[config.mk]
export PLATFORM = sky130hd
export DESIGN_NAME = strobe_port
export DESIGN_NICKNAME = d
export VERILOG_FILES = /design/src/rtl/strobe_port_pkg.sv /design/src/rtl/strobe_port_sync.sv /design/src/rtl/strobe_port_buf.sv /design/src/rtl/strobe_port_irq.sv /design/src/rtl/strobe_port_stat.sv /design/src/rtl/strobe_port.sv
export SDC_FILE = /design/constraint.sdc
export NUM_CORES = 1
export LEC_CHECK = 0
export BUFFER_PORTS_ARGS = -buffer_cell sky130_fd_sc_hd__buf_4
export CORE_MARGIN = 1
export CORE_UTILIZATION = 25
export CTS_CLUSTER_DIAMETER = 30
export DETAILED_ROUTE_END_ITERATION = 12
export PLACE_DENSITY_LB_ADDON = 0.3
export SETUP_SLACK_MARGIN = 0.2
export SYNTH_ARGS = -nofsm -noshare
export SYNTH_HDL_FRONTEND = slang
export SYNTH_SLANG_ARGS = --single-unit
[constraint.sdc]
create_clock -name clk -period 1.5 [get_ports clk]
set_clock_uncertainty 0.05 [all_clocks]
set_input_delay 0 -clock clk [delete_from_list [all_inputs] [get_ports clk]]
set_output_delay 0 -clock clk [all_outputs]
set_load 0.05 [all_outputs]
[src/rtl/strobe_port_pkg.sv]
package strobe_port_pkg;

   typedef enum logic {
      DIR_OUT = 1'b0,
      DIR_IN  = 1'b1
   } port_dir_e;

   localparam int unsigned STAT_W = 8;

   // first group, receive side
   localparam int unsigned GA_RX_FULL = 5;
   localparam int unsigned GA_RX_EN   = 4;
   // first group, send side
   localparam int unsigned GA_TX_FULL = 7;
   localparam int unsigned GA_TX_EN   = 6;
   // first group, shared
   localparam int unsigned GA_IRQ     = 3;
   // second group
   localparam int unsigned GB_EN      = 2;
   localparam int unsigned GB_FULL    = 1;
   localparam int unsigned GB_IRQ     = 0;

endpackage

[src/rtl/strobe_port_sync.sv]
module strobe_port_sync #(
   parameter int unsigned STAGES = 2
) (
   input  logic clk,
   input  logic rst_n,
   input  logic line_n,
   output logic level,
   output logic fall
);
   localparam int unsigned CHAIN_W = STAGES + 1;

   generate
      if (STAGES < 2) begin : g_bad_stages
         $error("strobe_port_sync: STAGES must be at least 2");
      end
   endgenerate

   logic [CHAIN_W-1:0] chain_q;

   always_ff @(posedge clk or negedge rst_n) begin
      if (!rst_n) chain_q <= '1;
      else        chain_q <= {chain_q[CHAIN_W-2:0], line_n};
   end

   assign level = chain_q[STAGES-1];
   assign fall  = chain_q[STAGES] & ~chain_q[STAGES-1];

   AST_FALL_AFTER_HIGH: assert property (@(posedge clk) disable iff (!rst_n)
      fall |-> $past(level)) else $error("sync fall without prior high");

endmodule

[src/rtl/strobe_port_buf.sv]
module strobe_port_buf #(
   parameter int unsigned DATA_W = 8
) (
   input  logic              clk,
   input  logic              rst_n,
   input  logic              dir_in,
   input  logic              dir_chg,
   input  logic              fall,
   input  logic              cpu_rd,
   input  logic              cpu_wr,
   input  logic [DATA_W-1:0] cpu_wdata,
   input  logic [DATA_W-1:0] pin_din,
   output logic [DATA_W-1:0] in_latch,
   output logic [DATA_W-1:0] out_latch,
   output logic              full
);
   generate
      if (DATA_W < 1) begin : g_bad_width
         $error("strobe_port_buf: DATA_W must be positive");
      end
   endgenerate

   always_ff @(posedge clk or negedge rst_n) begin
      if (!rst_n) begin
         in_latch  <= '0;
         out_latch <= '0;
         full      <= 1'b0;
      end else begin
         if (dir_in && fall)    in_latch  <= pin_din;
         if (!dir_in && cpu_wr) out_latch <= cpu_wdata;
         if (dir_chg) begin
            full <= 1'b0;
         end else if (dir_in) begin
            if (fall)        full <= 1'b1;
            else if (cpu_rd) full <= 1'b0;
         end else begin
            if (cpu_wr)      full <= 1'b1;
            else if (fall)   full <= 1'b0;
         end
      end
   end

   AST_RX_EDGE_FILLS: assert property (@(posedge clk) disable iff (!rst_n)
      (dir_in && fall && !dir_chg) |=> (full && in_latch == $past(pin_din))) else $error("rx fill");
   AST_RX_READ_EMPTIES: assert property (@(posedge clk) disable iff (!rst_n)
      (dir_in && cpu_rd && !fall && !dir_chg) |=> !full) else $error("rx read");
   AST_TX_WRITE_FILLS: assert property (@(posedge clk) disable iff (!rst_n)
      (!dir_in && cpu_wr && !dir_chg) |=> (full && out_latch == $past(cpu_wdata))) else $error("tx fill");
   AST_TX_ACK_EMPTIES: assert property (@(posedge clk) disable iff (!rst_n)
      (!dir_in && fall && !cpu_wr && !dir_chg) |=> !full) else $error("tx ack");
   AST_DIR_FLIP_CLEARS: assert property (@(posedge clk) disable iff (!rst_n)
      dir_chg |=> !full) else $error("dir flip");

endmodule

[src/rtl/strobe_port_irq.sv]
module strobe_port_irq (
   input  logic clk,
   input  logic rst_n,
   input  logic dir_in,
   input  logic irq_en,
   input  logic full,
   input  logic line_high,
   output logic irq
);
   logic ready;

   // receive side wants a full buffer, send side an empty one
   assign ready = dir_in ? full : ~full;

   always_ff @(posedge clk or negedge rst_n) begin
      if (!rst_n) irq <= 1'b0;
      else        irq <= irq_en & ready & line_high;
   end

   AST_IRQ_LINE_HIGH: assert property (@(posedge clk) disable iff (!rst_n)
      irq |-> $past(line_high)) else $error("irq while line low");
   AST_IRQ_ENABLED: assert property (@(posedge clk) disable iff (!rst_n)
      irq |-> $past(irq_en)) else $error("irq while disabled");

endmodule

[src/rtl/strobe_port_stat.sv]
module strobe_port_stat
   import strobe_port_pkg::*;
#(
   parameter bit GROUP_A = 1'b1
) (
   input  logic              dir_in,
   input  logic              irq_en,
   input  logic              full,
   input  logic              irq,
   output logic [STAT_W-1:0] word,
   output logic [STAT_W-1:0] mask
);
   generate
      if (GROUP_A) begin : g_first
         always_comb begin
            word = '0;
            mask = '0;
            mask[GA_IRQ] = 1'b1;
            word[GA_IRQ] = irq;
            if (dir_in) begin
               mask[GA_RX_FULL] = 1'b1;
               mask[GA_RX_EN]   = 1'b1;
               word[GA_RX_FULL] = full;
               word[GA_RX_EN]   = irq_en;
            end else begin
               mask[GA_TX_FULL] = 1'b1;
               mask[GA_TX_EN]   = 1'b1;
               word[GA_TX_FULL] = ~full;
               word[GA_TX_EN]   = irq_en;
            end
         end
      end else begin : g_second
         always_comb begin
            word = '0;
            mask = '0;
            mask[GB_EN]   = 1'b1;
            mask[GB_FULL] = 1'b1;
            mask[GB_IRQ]  = 1'b1;
            word[GB_EN]   = irq_en;
            word[GB_FULL] = dir_in ? full : ~full;
            word[GB_IRQ]  = irq;
         end
      end
   endgenerate

endmodule

[src/rtl/strobe_port.sv]
module strobe_port
   import strobe_port_pkg::*;
#(
   parameter int unsigned DATA_W      = 8,
   parameter int unsigned SYNC_STAGES = 2,
   parameter bit          GROUP_A     = 1'b1
) (
   input  logic              clk,
   input  logic              rst_n,
   input  logic              cfg_dir_in,
   input  logic              cfg_irq_en,
   input  logic              cpu_rd,
   input  logic              cpu_wr,
   input  logic [DATA_W-1:0] cpu_wdata,
   output logic [DATA_W-1:0] cpu_rdata,
   input  logic [DATA_W-1:0] pin_din,
   output logic [DATA_W-1:0] pin_dout,
   output logic              pin_doe,
   input  logic              hs_n,
   output logic              flag_pin,
   output logic              irq,
   output logic [STAT_W-1:0] stat_word,
   output logic [STAT_W-1:0] stat_mask
);
   logic              hs_level;
   logic              hs_fall;
   logic              dir_q;
   logic              dir_chg;
   logic              full;
   logic [DATA_W-1:0] in_latch;
   logic [DATA_W-1:0] out_latch;

   always_ff @(posedge clk or negedge rst_n) begin
      if (!rst_n) dir_q <= DIR_IN;
      else        dir_q <= cfg_dir_in;
   end
   assign dir_chg = dir_q ^ cfg_dir_in;

   strobe_port_sync #(.STAGES(SYNC_STAGES)) i_sync (
      .clk    (clk),
      .rst_n  (rst_n),
      .line_n (hs_n),
      .level  (hs_level),
      .fall   (hs_fall)
   );

   strobe_port_buf #(.DATA_W(DATA_W)) i_buf (
      .clk       (clk),
      .rst_n     (rst_n),
      .dir_in    (cfg_dir_in),
      .dir_chg   (dir_chg),
      .fall      (hs_fall),
      .cpu_rd    (cpu_rd),
      .cpu_wr    (cpu_wr),
      .cpu_wdata (cpu_wdata),
      .pin_din   (pin_din),
      .in_latch  (in_latch),
      .out_latch (out_latch),
      .full      (full)
   );

   strobe_port_irq i_irq (
      .clk       (clk),
      .rst_n     (rst_n),
      .dir_in    (cfg_dir_in),
      .irq_en    (cfg_irq_en),
      .full      (full),
      .line_high (hs_level),
      .irq       (irq)
   );

   strobe_port_stat #(.GROUP_A(GROUP_A)) i_stat (
      .dir_in (cfg_dir_in),
      .irq_en (cfg_irq_en),
      .full   (full),
      .irq    (irq),
      .word   (stat_word),
      .mask   (stat_mask)
   );

   assign cpu_rdata = cfg_dir_in ? in_latch : out_latch;
   assign pin_dout  = out_latch;
   assign pin_doe   = ~cfg_dir_in;
   assign flag_pin  = cfg_dir_in ? full : ~full;

   AST_STAT_THREE_BITS: assert property (@(posedge clk) disable iff (!rst_n)
      ($countones(stat_mask) == 3) && ((stat_word & ~stat_mask) == '0)) else $error("status fields");
   AST_STAT_IRQ_MIRROR: assert property (@(posedge clk) disable iff (!rst_n)
      (stat_word[GROUP_A ? GA_IRQ : GB_IRQ] == irq)) else $error("status irq bit");
   AST_FLAG_AFTER_FILL: assert property (@(posedge clk) disable iff (!rst_n)
      (!cfg_dir_in && cpu_wr && !dir_chg) |=> (!flag_pin || cfg_dir_in)) else $error("tx flag");

endmodule

==> summary.md, run 1 <==
| Metric | Value |
|---|---|
| Status | `completed` |
| Final Hold Viols | `0` |
| Final WL | `2.263 mm` |
| Worst Path Arrival | `1.35 ns` |
| Ant. Diodes | `0` |
| Post-Syn Instances | `78` |
| Fin util | `a little over two fifths` |
| Slack of the critical path | `0.2420 ns` |
| Worst Hold Slack | `0.03146 ns` |
| Total negative slack | `0 ns` |
| Worst slack, placed | `0.1695 ns` |
| Met2 wire length | `between 1 and 1.5 mm` |
| DR iter-0 viols | `7` |
| Core footprint | `4086 um^2` |
| Post-route ant nets | `0` |
| Root buf cell | `clkbuf_8` |
| Initial antenna violation count | `0` |
| Drt drc | `0` |
| Period utilization | `83.87%` |
| Num rows | `23` |
| Share of the yosys chip area belonging to registers | `51.45%` |
| Vias in the first global route | `780` |
| DR WL met3 | `153 um` |
| H-Tree Level Count | `1` |
| Req. time, crit path | `1.59 ns` |
| Avg Vias per Cell | `4.153` |
| Distinct cell type count after synthesis | `18` |
| CP max FO | `8` |
| RSZ-0062 raised after global routing | `true` |
| Clock Tree Buf Depth | `2` |
| Fin. max-slew vios | `0` |
| Die area | `4586 um^2` |
| CTS tree | `yes` |
| DRT met1 WL | `958 um` |
| Sink Count | `22` |
| Die width | `67.72 um` |
| Seq cells post-synth | `22` |
| Pin count of the biggest net entering global routing | `23` |
| Max frequency | `794.9 MHz` |
| First-pass GRT wire length | `3.470 mm` |
| RePlAce Congestion | `0.6570` |
| Chip height | `67.72 um` |
| First-pass detailed-route iteration total | `2` |
| CTS Buf Count | `3` |
| Vias after detailed routing | `just over 800` |
| Port Buffers | `50` |
| Critical Path Start Type | `flip-flop` |
| Final total power | `2.095 mW` |
| Tmin final | `1.258 ns` |
| Share of cells above drive strength 1 | `61.64%` |
| Synth-to-layout area growth | `62.80%` |
| Tot GR Track Use | `10.43%` |
| Final setup fails | `0` |
| PwrDens | `1192 nW/um^2` |
| VDD IR max | `0.5389 mV` |
| Starting Density | `26.42%` |
| Cell Area, Synth | `1080 um^2` |
| Max-cap violations | `0` |
| Worst Setup End Kind | `flip-flop` |
| Clock latency on the worst-skew pair | `0.26 ns` |
| NumNets Final | `approximately 170` |
| Leakage power | `0.8402 nW` |
| Highest layer used for signal routing | `met4` |
| Min-delay worst type | `input port to flip-flop` |
| Clk pin slew, worst setup/hold paths | `~0.080 ns` |
| Setup CP Type | `flip-flop to flip-flop` |
| WL/cell | `11.55 um` |
| I/O Pins | `58` |
| Post-DP HPWL | `1.613 mm` |
| Syn. warnings | `0` |
| Total congestion overflow | `0` |
| Avg Cell Area, Syn | `around 14 um^2` |
## path summary, 6_finish.rpt
path,slack [ns],to,startpoint,cells after the start
max,0.24,i_buf.in_latch[0]$_DFFE_PN0P_,i_sync.chain_q[2]$_DFF_PN1_,3
min,0.03,i_buf.full$_DFFE_PN0P_,cpu_rd,4
max reg2reg,0.24,i_buf.in_latch[0]$_DFFE_PN0P_,i_sync.chain_q[2]$_DFF_PN1_,3
min reg2reg,0.31,i_sync.chain_q[1]$_DFF_PN1_,i_sync.chain_q[0]$_DFF_PN1_,0
max in group asynchronous,1.01,i_sync.chain_q[1]$_DFF_PN1_,rst_n,2
min in group asynchronous,0.10,i_buf.out_latch[7]$_DFFE_PN0P_,rst_n,2
## placed cells by master (no fill, tap or decap), types with 2 or more instances in the layout
master         Yosys  final
buf_4             13     51
dlygate4sd3_1      0     21
dfrtp_1           18     18
mux2_2            16     16
mux2_4             8      8
conb_1             2      7
dfstp_2            4      4
nor2b_1            3      3
clkbuf_8           0      3
clkinvlp_4         0      2
## power by group
| group | switching, mW | internal, mW |
|---|---|---|
| clock network | 0.187 | 0.356 |
| registers | 0.0523 | 0.679 |
| logic | 0.500 | 0.321 |
## routing by layer
metal / track usage (%) / vias to the layer above
li1: - / 377
met1: 12.34 / 397
met2: 17.95 / 38
met3: 2.534 / 2
met4: 3.989 / 0
met5: 0 / -
## per-stage QoR
stage	std cells	area, um^2
floorplan	83	1131
finish	196	1758
global route	196	1758
CTS	196	1754
detailed placement	170	1455
global placement	170	1455
## final cells by class
| class | count | area [um^2] |
|---|---|---|
| fillers | 404 | 2328 |
| repair buffers | 73 | 604.3 |
| flip-flops and latches | 22 | 555.5 |
| multi-input cells | 44 | 445.4 |
| well taps | 50 | 62.56 |
| clock buffers | 3 | 41.29 |
| clock inverters | 1 | 30.03 |
| inverters | 3 | 18.77 |
## Yosys cell counts, drive strengths merged
| library cell | n | area share (%) |
|---|---|---|
| o21bai | 1 | 0.70 |
| conb | 2 | 0.70 |
| mux2 | 24 | 28 |
| o2bb2ai | 1 | 0.81 |
| o21ai | 1 | 0.46 |
| and3 | 1 | 0.58 |
| nand2 | 1 | 0.58 |
| nor2b | 4 | 2.5 |
| dfrtp | 18 | 42 |
| and2 | 1 | 0.58 |
| buf | 14 | 10 |
| inv | 3 | 1.0 |
| ha | 2 | 2.3 |
| dfstp | 4 | 9.7 |
| nor2 | 1 | 0.35 |
## critical path: stages (launching register included)
cell and delay [ns]:
dfstp_2 0.52, nor2b_4 0.17, nand2_4 0.11, mux2_2 0.29
## flip-flops by register name (all words and copies together) (netlist names)
| register | cells |
|---|---|
| dir_q | 1 |
| i_buf.in_latch | 8 |
| i_buf.full | 1 |
| i_buf.out_latch | 8 |
| i_irq.irq | 1 |
| i_sync.chain_q | 3 |
## logic make-up (layout without fill, tap and decap cells)
kind of cell,count (synthesis),after routing,share of synthesized area (%)
compound gates,3,3,1.970
fa+ha+maj,2,2,2.317
buf+inv,17,80,11.12
flops,22,22,51.45
mux,24,24,27.81
other cells,2,7,0.6955
simple gates,8,8,4.636
## timing repair
item / CTS / global route
pin swaps: 0 / 0
buffers inserted: 1 / 0
endpoints found under the hold margin: 42 / 0
gates resized for setup: 2 / 2
endpoints found under the setup margin: 9 / 1
hold buffers: 21 / 0
(Power assumes the default switching activity.)
==> inputs of run 2 (changes only) <==
==> constraint.sdc (replaced) <==
create_clock -name clk -period 1.2 [get_ports clk]
set_clock_uncertainty 0.05 [all_clocks]
set_input_delay 0 -clock clk [delete_from_list [all_inputs] [get_ports clk]]
set_output_delay 0 -clock clk [all_outputs]
set_load 0.05 [all_outputs]
==> run 2 against run 1 <==
- the flow now finishes with violations (negative setup slack)
- die area unchanged
- sequential share of layout area decreased by 5.2 points
- combinational power increased by 75%
- register-to-register slack got worse by 0.27 ns
- final area increased by 22%
- total power increased by 45%
- routed wire length increased by 23%
- via count increased by 11%
- worst hold slack got worse by 0.019 ns
- cell count increased by 9.7%
- largest power group unchanged
==> summary.md, run 2 (synthesized netlist as in run 1, its figures left out) <==
| Metric | Value |
|---|---|
| Status | `complete, but fails checks (was completed)` |
| Failing checks | `negative setup slack` |
| Port Buffers | `50 (unchanged)` |
| First-pass GRT wire length | `4.043 mm (was 3.470 mm)` |
| Commonest non-fill, non-tap cell in the layout | `buf_4 (unchanged)` |
| Post-route ant nets | `0 (unchanged)` |
| Most frequent cells in the layout | `37 x buf_4, 20 x dlygate4sd3_1, 18 x buf_8 (was 51 x buf_4, 21 x dlygate4sd3_1, 18 x dfrtp_1)` |
| Max-cap violations | `0 (unchanged)` |
| I/O Pins | `58 (unchanged)` |
| CTS tree | `yes (unchanged)` |
| Pin count of the biggest net entering global routing | `23 (unchanged)` |
| Drt drc | `0 (unchanged)` |
| RSZ-0062 raised after global routing | `true (unchanged)` |
| First-pass detailed-route iteration total | `3 (was 2)` |
| Synth-to-layout area growth | `98.73% (was 62.80%)` |
| Core footprint | `4086 um^2 (unchanged)` |
| Tot GR Track Use | `12.08% (was 10.43%)` |
| Met2 usage in global routing | `20.05% (was 17.95%)` |
| Req. time, crit path | `1.29 ns (was 1.59 ns)` |
| Clock latency on the worst-skew pair | `0.26 ns (about the same)` |
| Root buf cell | `clkbuf_8 (unchanged)` |
| Die width | `67.72 um (unchanged)` |
| Cells after DPL | `173 (was 170)` |
| Tmin final | `1.230 ns (was 1.258 ns)` |
| Final WL | `2.778 mm (was 2.263 mm)` |
| Slack of the critical path | `-0.02966 ns (was 0.2420 ns)` |
| WL/cell | `12.92 um (was 11.55 um)` |
| CP Depth | `3 (unchanged)` |
| Ant. Diodes | `0 (unchanged)` |
| GRT busiest layer | `met2 (unchanged)` |
| Non-Filler Instances | `215 (was 196)` |
| GR Util met3 | `3.041% (was 2.534%)` |
| Critical Path Start Type | `flip-flop (unchanged)` |
| Hold Crit Depth | `4 (unchanged)` |
| Worst Setup End Kind | `flip-flop (unchanged)` |
| Period utilization | `102.5% (was 83.87%)` |
| R2r worst-path depth | `3 (unchanged)` |
| Starting Density | `26.42% (unchanged)` |
| Total congestion overflow | `0 (unchanged)` |
| RePlAce Congestion | `0.6612 (was 0.6570)` |
| Fin. max-slew vios | `0 (unchanged)` |
| Family with the most delay on the worst path | `flip-flops (unchanged)` |
| Post-DP HPWL | `1.679 mm (was 1.613 mm)` |
| Leakage power | `1.023 nW (was 0.8402 nW)` |
| Worst slack, placed | `-0.01359 ns (was 0.1695 ns)` |
| Max frequency | `813.2 MHz (was 794.9 MHz)` |
| Setup CP Type | `flip-flop to flip-flop (unchanged)` |
| Share of cells above drive strength 1 | `72.12% (was 61.64%)` |
| Vias in the first global route | `884 (was 780)` |
| VDD IR max | `0.7040 mV (was 0.5389 mV)` |
| Num rows | `23 (unchanged)` |
| DR iter-0 viols | `5 (was 7)` |
| Initial antenna violation count | `0 (unchanged)` |
| CTS Buf Count | `3 (unchanged)` |
| Worst Path Arrival | `1.32 ns (was 1.35 ns)` |
| CP Cell Sequence | `nor2b_4 -> nand2_4 -> mux2_2 (unchanged)` |
| Fin util | `52.51% (was 43.02%)` |
| H-Tree Level Count | `1 (unchanged)` |
| Met1 GRT Util | `14.70% (was 12.34%)` |
| Avg Vias per Cell | `4.205 (was 4.153)` |
| Largest regs | `i_buf.in_latch (8), i_buf.out_latch (8), i_sync.chain_q (3) (unchanged)` |
| Vias after detailed routing | `904 (was 814)` |
| NumNets Final | `191 (was 172)` |
| Worst stage delay on the critical path | `0.53 ns (was 0.52 ns)` |
| Final setup fails | `10 (was 0)` |
| Critical path's slowest cell | `dfstp_2 (unchanged)` |
| Clock Tree Buf Depth | `2 (unchanged)` |
| Min-delay worst type | `input port to flip-flop (unchanged)` |
| Chip height | `67.72 um (unchanged)` |
| CP max FO | `8 (unchanged)` |
| Clk pin slew, worst setup/hold paths | `0.08 ns (about the same)` |
| Worst Hold Slack | `0.01276 ns (was 0.03146 ns)` |
| Final Hold Viols | `0 (unchanged)` |
| Die area | `4586 um^2 (unchanged)` |
| Sink Count | `22 (unchanged)` |
| PwrDens | `1419 nW/um^2 (was 1192 nW/um^2)` |
| Worst Path Buf+Inv | `0 (unchanged)` |
-- run 2: changes by cell type in the layout (fill, tap and decap cells not counted), sizes merged --
| cell | before | now |
|---|---|---|
| dlygate4sd3 | 21 | 20 |
| buf | 52 | 72 |
-- run 2: power by group --
group | switching (mW) | internal [mW]
logic | 0.723 | 0.718
registers | 0.0660 | 0.856
clock network | 0.235 | 0.445
total | 1.02 | 2.02
-- run 2: through the flow --
stage	area, um^2	total power, mW	TNS (ns)
4_1_cts	2031	2.956	-0.3379
3_3_place_gp	1498	1.900	0
2_1_floorplan	1151	1.657	-0.1840
6_report	2146	3.044	-0.2402
3_5_place_dp	1498	1.914	-0.07218
5_1_grt	2146	3.174	-0.6178
-- run 2: area by class of cell --
class,instances,area [um^2]
clock buffers,3,41.29
clock inverters,1,30.03
fillers,352,1941
inverters,3,18.77
multi-input cells,44,488.0
flip-flops and latches,22,565.5
well taps,50,62.56
repair buffers,92,939.7
-- run 2: worst register-to-register path: stages, from the launching register on --
cell and delay [ns]:
dfstp_2 0.53, nor2b_4 0.16, nand2_4 0.10, mux2_2 0.28
-- run 2: routing by layer --
| metal | wire (um) | share of wire (%) | vias to the layer above |
|---|---|---|---|
| met5 | 0 | 0 | - |
| met2 | 1453 | 52 | 41 |
| li1 | - | - | 412 |
| met1 | 1134 | 41 | 445 |
| met3 | 133 | 4.8 | 6 |
| met4 | 57 | 2.1 | 0 |
-- run 2: worst paths after layout --
check                           slack (ns)                        endpoint                         from
max in group asynchronous             0.71                 dir_q$_DFF_PN1_                        rst_n
worst max register to register       -0.03   i_buf.in_latch[6]$_DFFE_PN0P_  i_sync.chain_q[2]$_DFF_PN1_
worst min register to register        0.31     i_sync.chain_q[1]$_DFF_PN1_  i_sync.chain_q[0]$_DFF_PN1_
worst min-delay path                  0.01          i_buf.full$_DFFE_PN0P_                       cpu_rd
worst max-delay path                 -0.03   i_buf.in_latch[6]$_DFFE_PN0P_  i_sync.chain_q[2]$_DFF_PN1_
min in group asynchronous             0.10  i_buf.out_latch[2]$_DFFE_PN0P_                        rst_n
-- run 2: repair_timing --
action / in CTS / in global routing
hold endpoints to repair: 41 / 0
endpoints found under the setup margin: 21 / 29
pin swaps: 2 / 0
resized for setup: 51 / 14
hold buffers: 20 / 0
buffers inserted: 10 / 8
==> inputs of run 3 (changes only) <==
--- a/config.mk
+++ b/config.mk
@@ -10,7 +10,6 @@
 export CORE_UTILIZATION = 25
 export CTS_CLUSTER_DIAMETER = 30
 export DETAILED_ROUTE_END_ITERATION = 12
-export PLACE_DENSITY_LB_ADDON = 0.3
 export SETUP_SLACK_MARGIN = 0.2
 export SYNTH_ARGS = -nofsm -noshare
 export SYNTH_HDL_FRONTEND = slang
==> run 3 against run 2 <==
- the run still ends with negative setup slack left
- critical path depth grew 1
- sequential share of layout area grew 0.63 points
- via count shrank 4.4%
- die area is the same
- sequential cell count is the same
- fmax shrank 0.44%
- non-clock buffer count shrank 2
- worst hold slack is essentially flat
- total power shrank 6.2%
- worst setup slack lost 0.0055 ns
- final area shrank 2.3%
- largest power group unchanged
==> summary.md, run 3 (synthesized netlist as in run 1, its figures left out) <==
| Metric | Value |
|---|---|
| Status | `complete, but fails checks (unchanged)` |
| Failing checks | `negative setup slack (unchanged)` |
| Core footprint | `4086 um^2 (unchanged)` |
| Worst Path Buf+Inv | `3 (was 0)` |
| CTS tree | `yes (unchanged)` |
| Fin util | `51.29% (was 52.51%)` |
| RePlAce Congestion | `0.6561 (was 0.6612)` |
| Worst stage delay on the critical path | `0.39 ns (was 0.53 ns)` |
| First-pass detailed-route iteration total | `2 (was 3)` |
| Worst Path Arrival | `1.19 ns (was 1.32 ns)` |
| Port Buffers | `50 (unchanged)` |
| Post-DP HPWL | `1.714 mm (was 1.679 mm)` |
| Met1 GRT Util | `15.62% (was 14.70%)` |
| Hold Crit Depth | `3 (was 4)` |
| Most frequent cells in the layout | `39 x buf_4, 20 x dlygate4sd3_1, 19 x buf_8 (was 37 x buf_4, 20 x dlygate4sd3_1, 18 x buf_8)` |
| Max frequency | `809.6 MHz (was 813.2 MHz)` |
| Critical path's slowest cell | `dfrtp_1 (was dfstp_2)` |
| Final Hold Viols | `0 (unchanged)` |
| Vias after detailed routing | `864 (was 904)` |
| Clock share of power | `18.8% (was 22.4%)` |
| Pin count of the biggest net entering global routing | `23 (unchanged)` |
| Final setup fails | `10 (unchanged)` |
| Max-cap violations | `0 (unchanged)` |
| H-Tree Level Count | `1 (unchanged)` |
| Initial antenna violation count | `0 (unchanged)` |
| PwrDens | `1363 nW/um^2 (was 1419 nW/um^2)` |
| Die area | `4586 um^2 (unchanged)` |
| Share of cells above drive strength 1 | `71.78% (was 72.12%)` |
| Avg Vias per Cell | `4.056 (was 4.205)` |
| Commonest non-fill, non-tap cell in the layout | `buf_4 (unchanged)` |
| Switching share of power | `35.83% (was 33.66%)` |
| NumNets Final | `189 (was 191)` |
| Met2 usage in global routing | `23.39% (was 20.05%)` |
| R2r worst-path depth | `3 (unchanged)` |
| Post-route ant nets | `0 (unchanged)` |
| Root buf cell | `clkbuf_8 (unchanged)` |
| Family with the most delay on the worst path | `flip-flops (unchanged)` |
| Tmin final | `1.235 ns (was 1.230 ns)` |
| Clock Tree Buf Depth | `2 (unchanged)` |
| Period utilization | `102.9% (was 102.5%)` |
| Clock latency on the worst-skew pair | `0.26 ns (about the same)` |
| Clk pin slew, worst setup/hold paths | `0.08 ns (about the same)` |
| Chip height | `67.72 um (unchanged)` |
| Num rows | `23 (unchanged)` |
| Sink Count | `22 (unchanged)` |
| CP Cell Sequence | `buf_4 -> buf_6 -> ha_4 -> buf_8 (was nor2b_4 -> nand2_4 -> mux2_2)` |
| Req. time, crit path | `1.15 ns (was 1.29 ns)` |
| I/O Pins | `58 (unchanged)` |
| Worst Hold Path EP | `i_buf.full$_DFFE_PN0P_ (unchanged)` |
| Sequential power share | `32.2% (was 30.3%)` |
| Tot GR Track Use | `12.93% (was 12.08%)` |
| Slack of the critical path | `-0.03512 ns (was -0.02966 ns)` |
| Starting Density | `26.42% (unchanged)` |
| GR Util met3 | `2.703% (was 3.041%)` |
| Leakage power | `0.9936 nW (was 1.023 nW)` |
| WL/cell | `12.78 um (was 12.92 um)` |
| DR iter-0 viols | `16 (was 5)` |
| Critical Path Start Type | `flip-flop (unchanged)` |
| Vias in the first global route | `917 (was 884)` |
| Worst slack, placed | `-0.02892 ns (was -0.01359 ns)` |
| HP Start | `cpu_wr (was cpu_rd)` |
| CTS Buf Count | `3 (unchanged)` |
| Worst Setup End Kind | `primary output (was flip-flop)` |
| Fin. max-slew vios | `0 (unchanged)` |
| VDD IR max | `0.7770 mV (was 0.7040 mV)` |
| CP max FO | `2 (was 8)` |
| Ant. Diodes | `0 (unchanged)` |
| RR Startpoint | `i_sync.chain_q[2]$_DFF_PN1_ (unchanged)` |
| Setup CP Type | `flip-flop to primary output (was flip-flop to flip-flop)` |
| Min-delay worst type | `input port to flip-flop (unchanged)` |
| Final WL | `2.722 mm (was 2.778 mm)` |
| Net switching power | `1.023 mW (was 1.025 mW)` |
| Total congestion overflow | `0 (unchanged)` |
| Synth-to-layout area growth | `94.09% (was 98.73%)` |
| Drt drc | `0 (unchanged)` |
| GRT busiest layer | `met2 (unchanged)` |
| First-pass GRT wire length | `4.374 mm (was 4.043 mm)` |
| Die width | `67.72 um (unchanged)` |
| R2r endpoint | `i_buf.in_latch[4]$_DFFE_PN0P_ (was i_buf.in_latch[6]$_DFFE_PN0P_)` |
| Largest regs | `i_buf.in_latch (8), i_buf.out_latch (8), i_sync.chain_q (3) (unchanged)` |
| P_int | `1.833 mW (was 2.019 mW)` |
| Comb power frac | `49.0% (was 47.3%)` |
| R2R Setup Slk | `-0.03 ns (about the same)` |
| RSZ-0062 raised after global routing | `true (unchanged)` |
run 3: cell types whose count changed in the layout (fill, tap and decap cells not counted), sizes merged:
cell	previous run	this run
buf	72	70
bufinv	1	0
clkbuf	3	4
run 3: repair_timing:
item | 4_1_cts | 5_1_grt
endpoints found under the setup margin | 21 | 30
setup buffers | 11 | 4
hold buffers | 20 | 0
pin swaps | 1 | 0
hold endpoints to repair | 41 | 0
resized for setup | 46 | 13
run 3: worst register-to-register path, delay by kind of cell, from the launching register on:
family           cells  cell delay, ns
multiplexers         1            0.29
AND/OR/NAND/NOR      2            0.26
flip-flops           1            0.53
run 3: metal layers:
| metal | share of wire (%) | wire length (um) | vias to the layer above |
|---|---|---|---|
| met5 | 0 | 0 | - |
| met2 | 53 | 1443 | 38 |
| li1 | - | - | 410 |
| met1 | 41 | 1127 | 416 |
| met4 | 0 | 0 | 0 |
| met3 | 5.6 | 152 | 0 |
run 3: stage by stage:
stage	area, um^2	setup TNS [ns]	instances	total power [mW]	hold slack (ns)
finish	2096	-0.2800	213	2.856	0.01226
global route	2096	-0.6941	213	2.975	0.03280
CTS	2017	-0.3567	209	2.779	0.01558
detailed placement	1505	-0.1769	174	1.920	-0.1424
global placement	1505	0	174	1.903	-0.1483
floorplan	1151	-0.1840	83	1.657	-0.3456
run 3: worst max path at each step:
| stage | startpoint | to | slack (ns) | cells after the start |
|---|---|---|---|---|
| floorplan | cfg_dir_in | i_irq.irq$_DFF_PN0_ | -0.18 | 5 |
| global placement | i_sync.chain_q[1]$_DFF_PN1_ | i_buf.in_latch[4]$_DFFE_PN0P_ | 0.007 | 3 |
| detailed placement | i_sync.chain_q[2]$_DFF_PN1_ | i_buf.in_latch[4]$_DFFE_PN0P_ | -0.03 | 3 |
| CTS | i_buf.full$_DFFE_PN0P_ | flag_pin | -0.05 | 4 |
| global route | i_buf.full$_DFFE_PN0P_ | flag_pin | -0.09 | 4 |
| finish | i_buf.full$_DFFE_PN0P_ | stat_word[5] | -0.04 | 4 |
run 3: power by group through the flow:
stage               registers (mW)  logic, mW  clock network (mW)
floorplan                     1.07      0.590                   0
global placement             0.929      0.974                   0
detailed placement           0.935      0.985                   0
CTS                          0.912       1.32               0.545
global route                 0.933       1.46               0.579
finish                       0.920       1.40               0.537
run 3: cell type report:
class                   instances  area, um^2
clock buffers                   4       55.05
fillers                       356        1991
inverters                       3       18.77
multi-input cells              44       480.5
flip-flops and latches         22       565.5
well taps                      50       62.56
repair buffers                 90       913.4
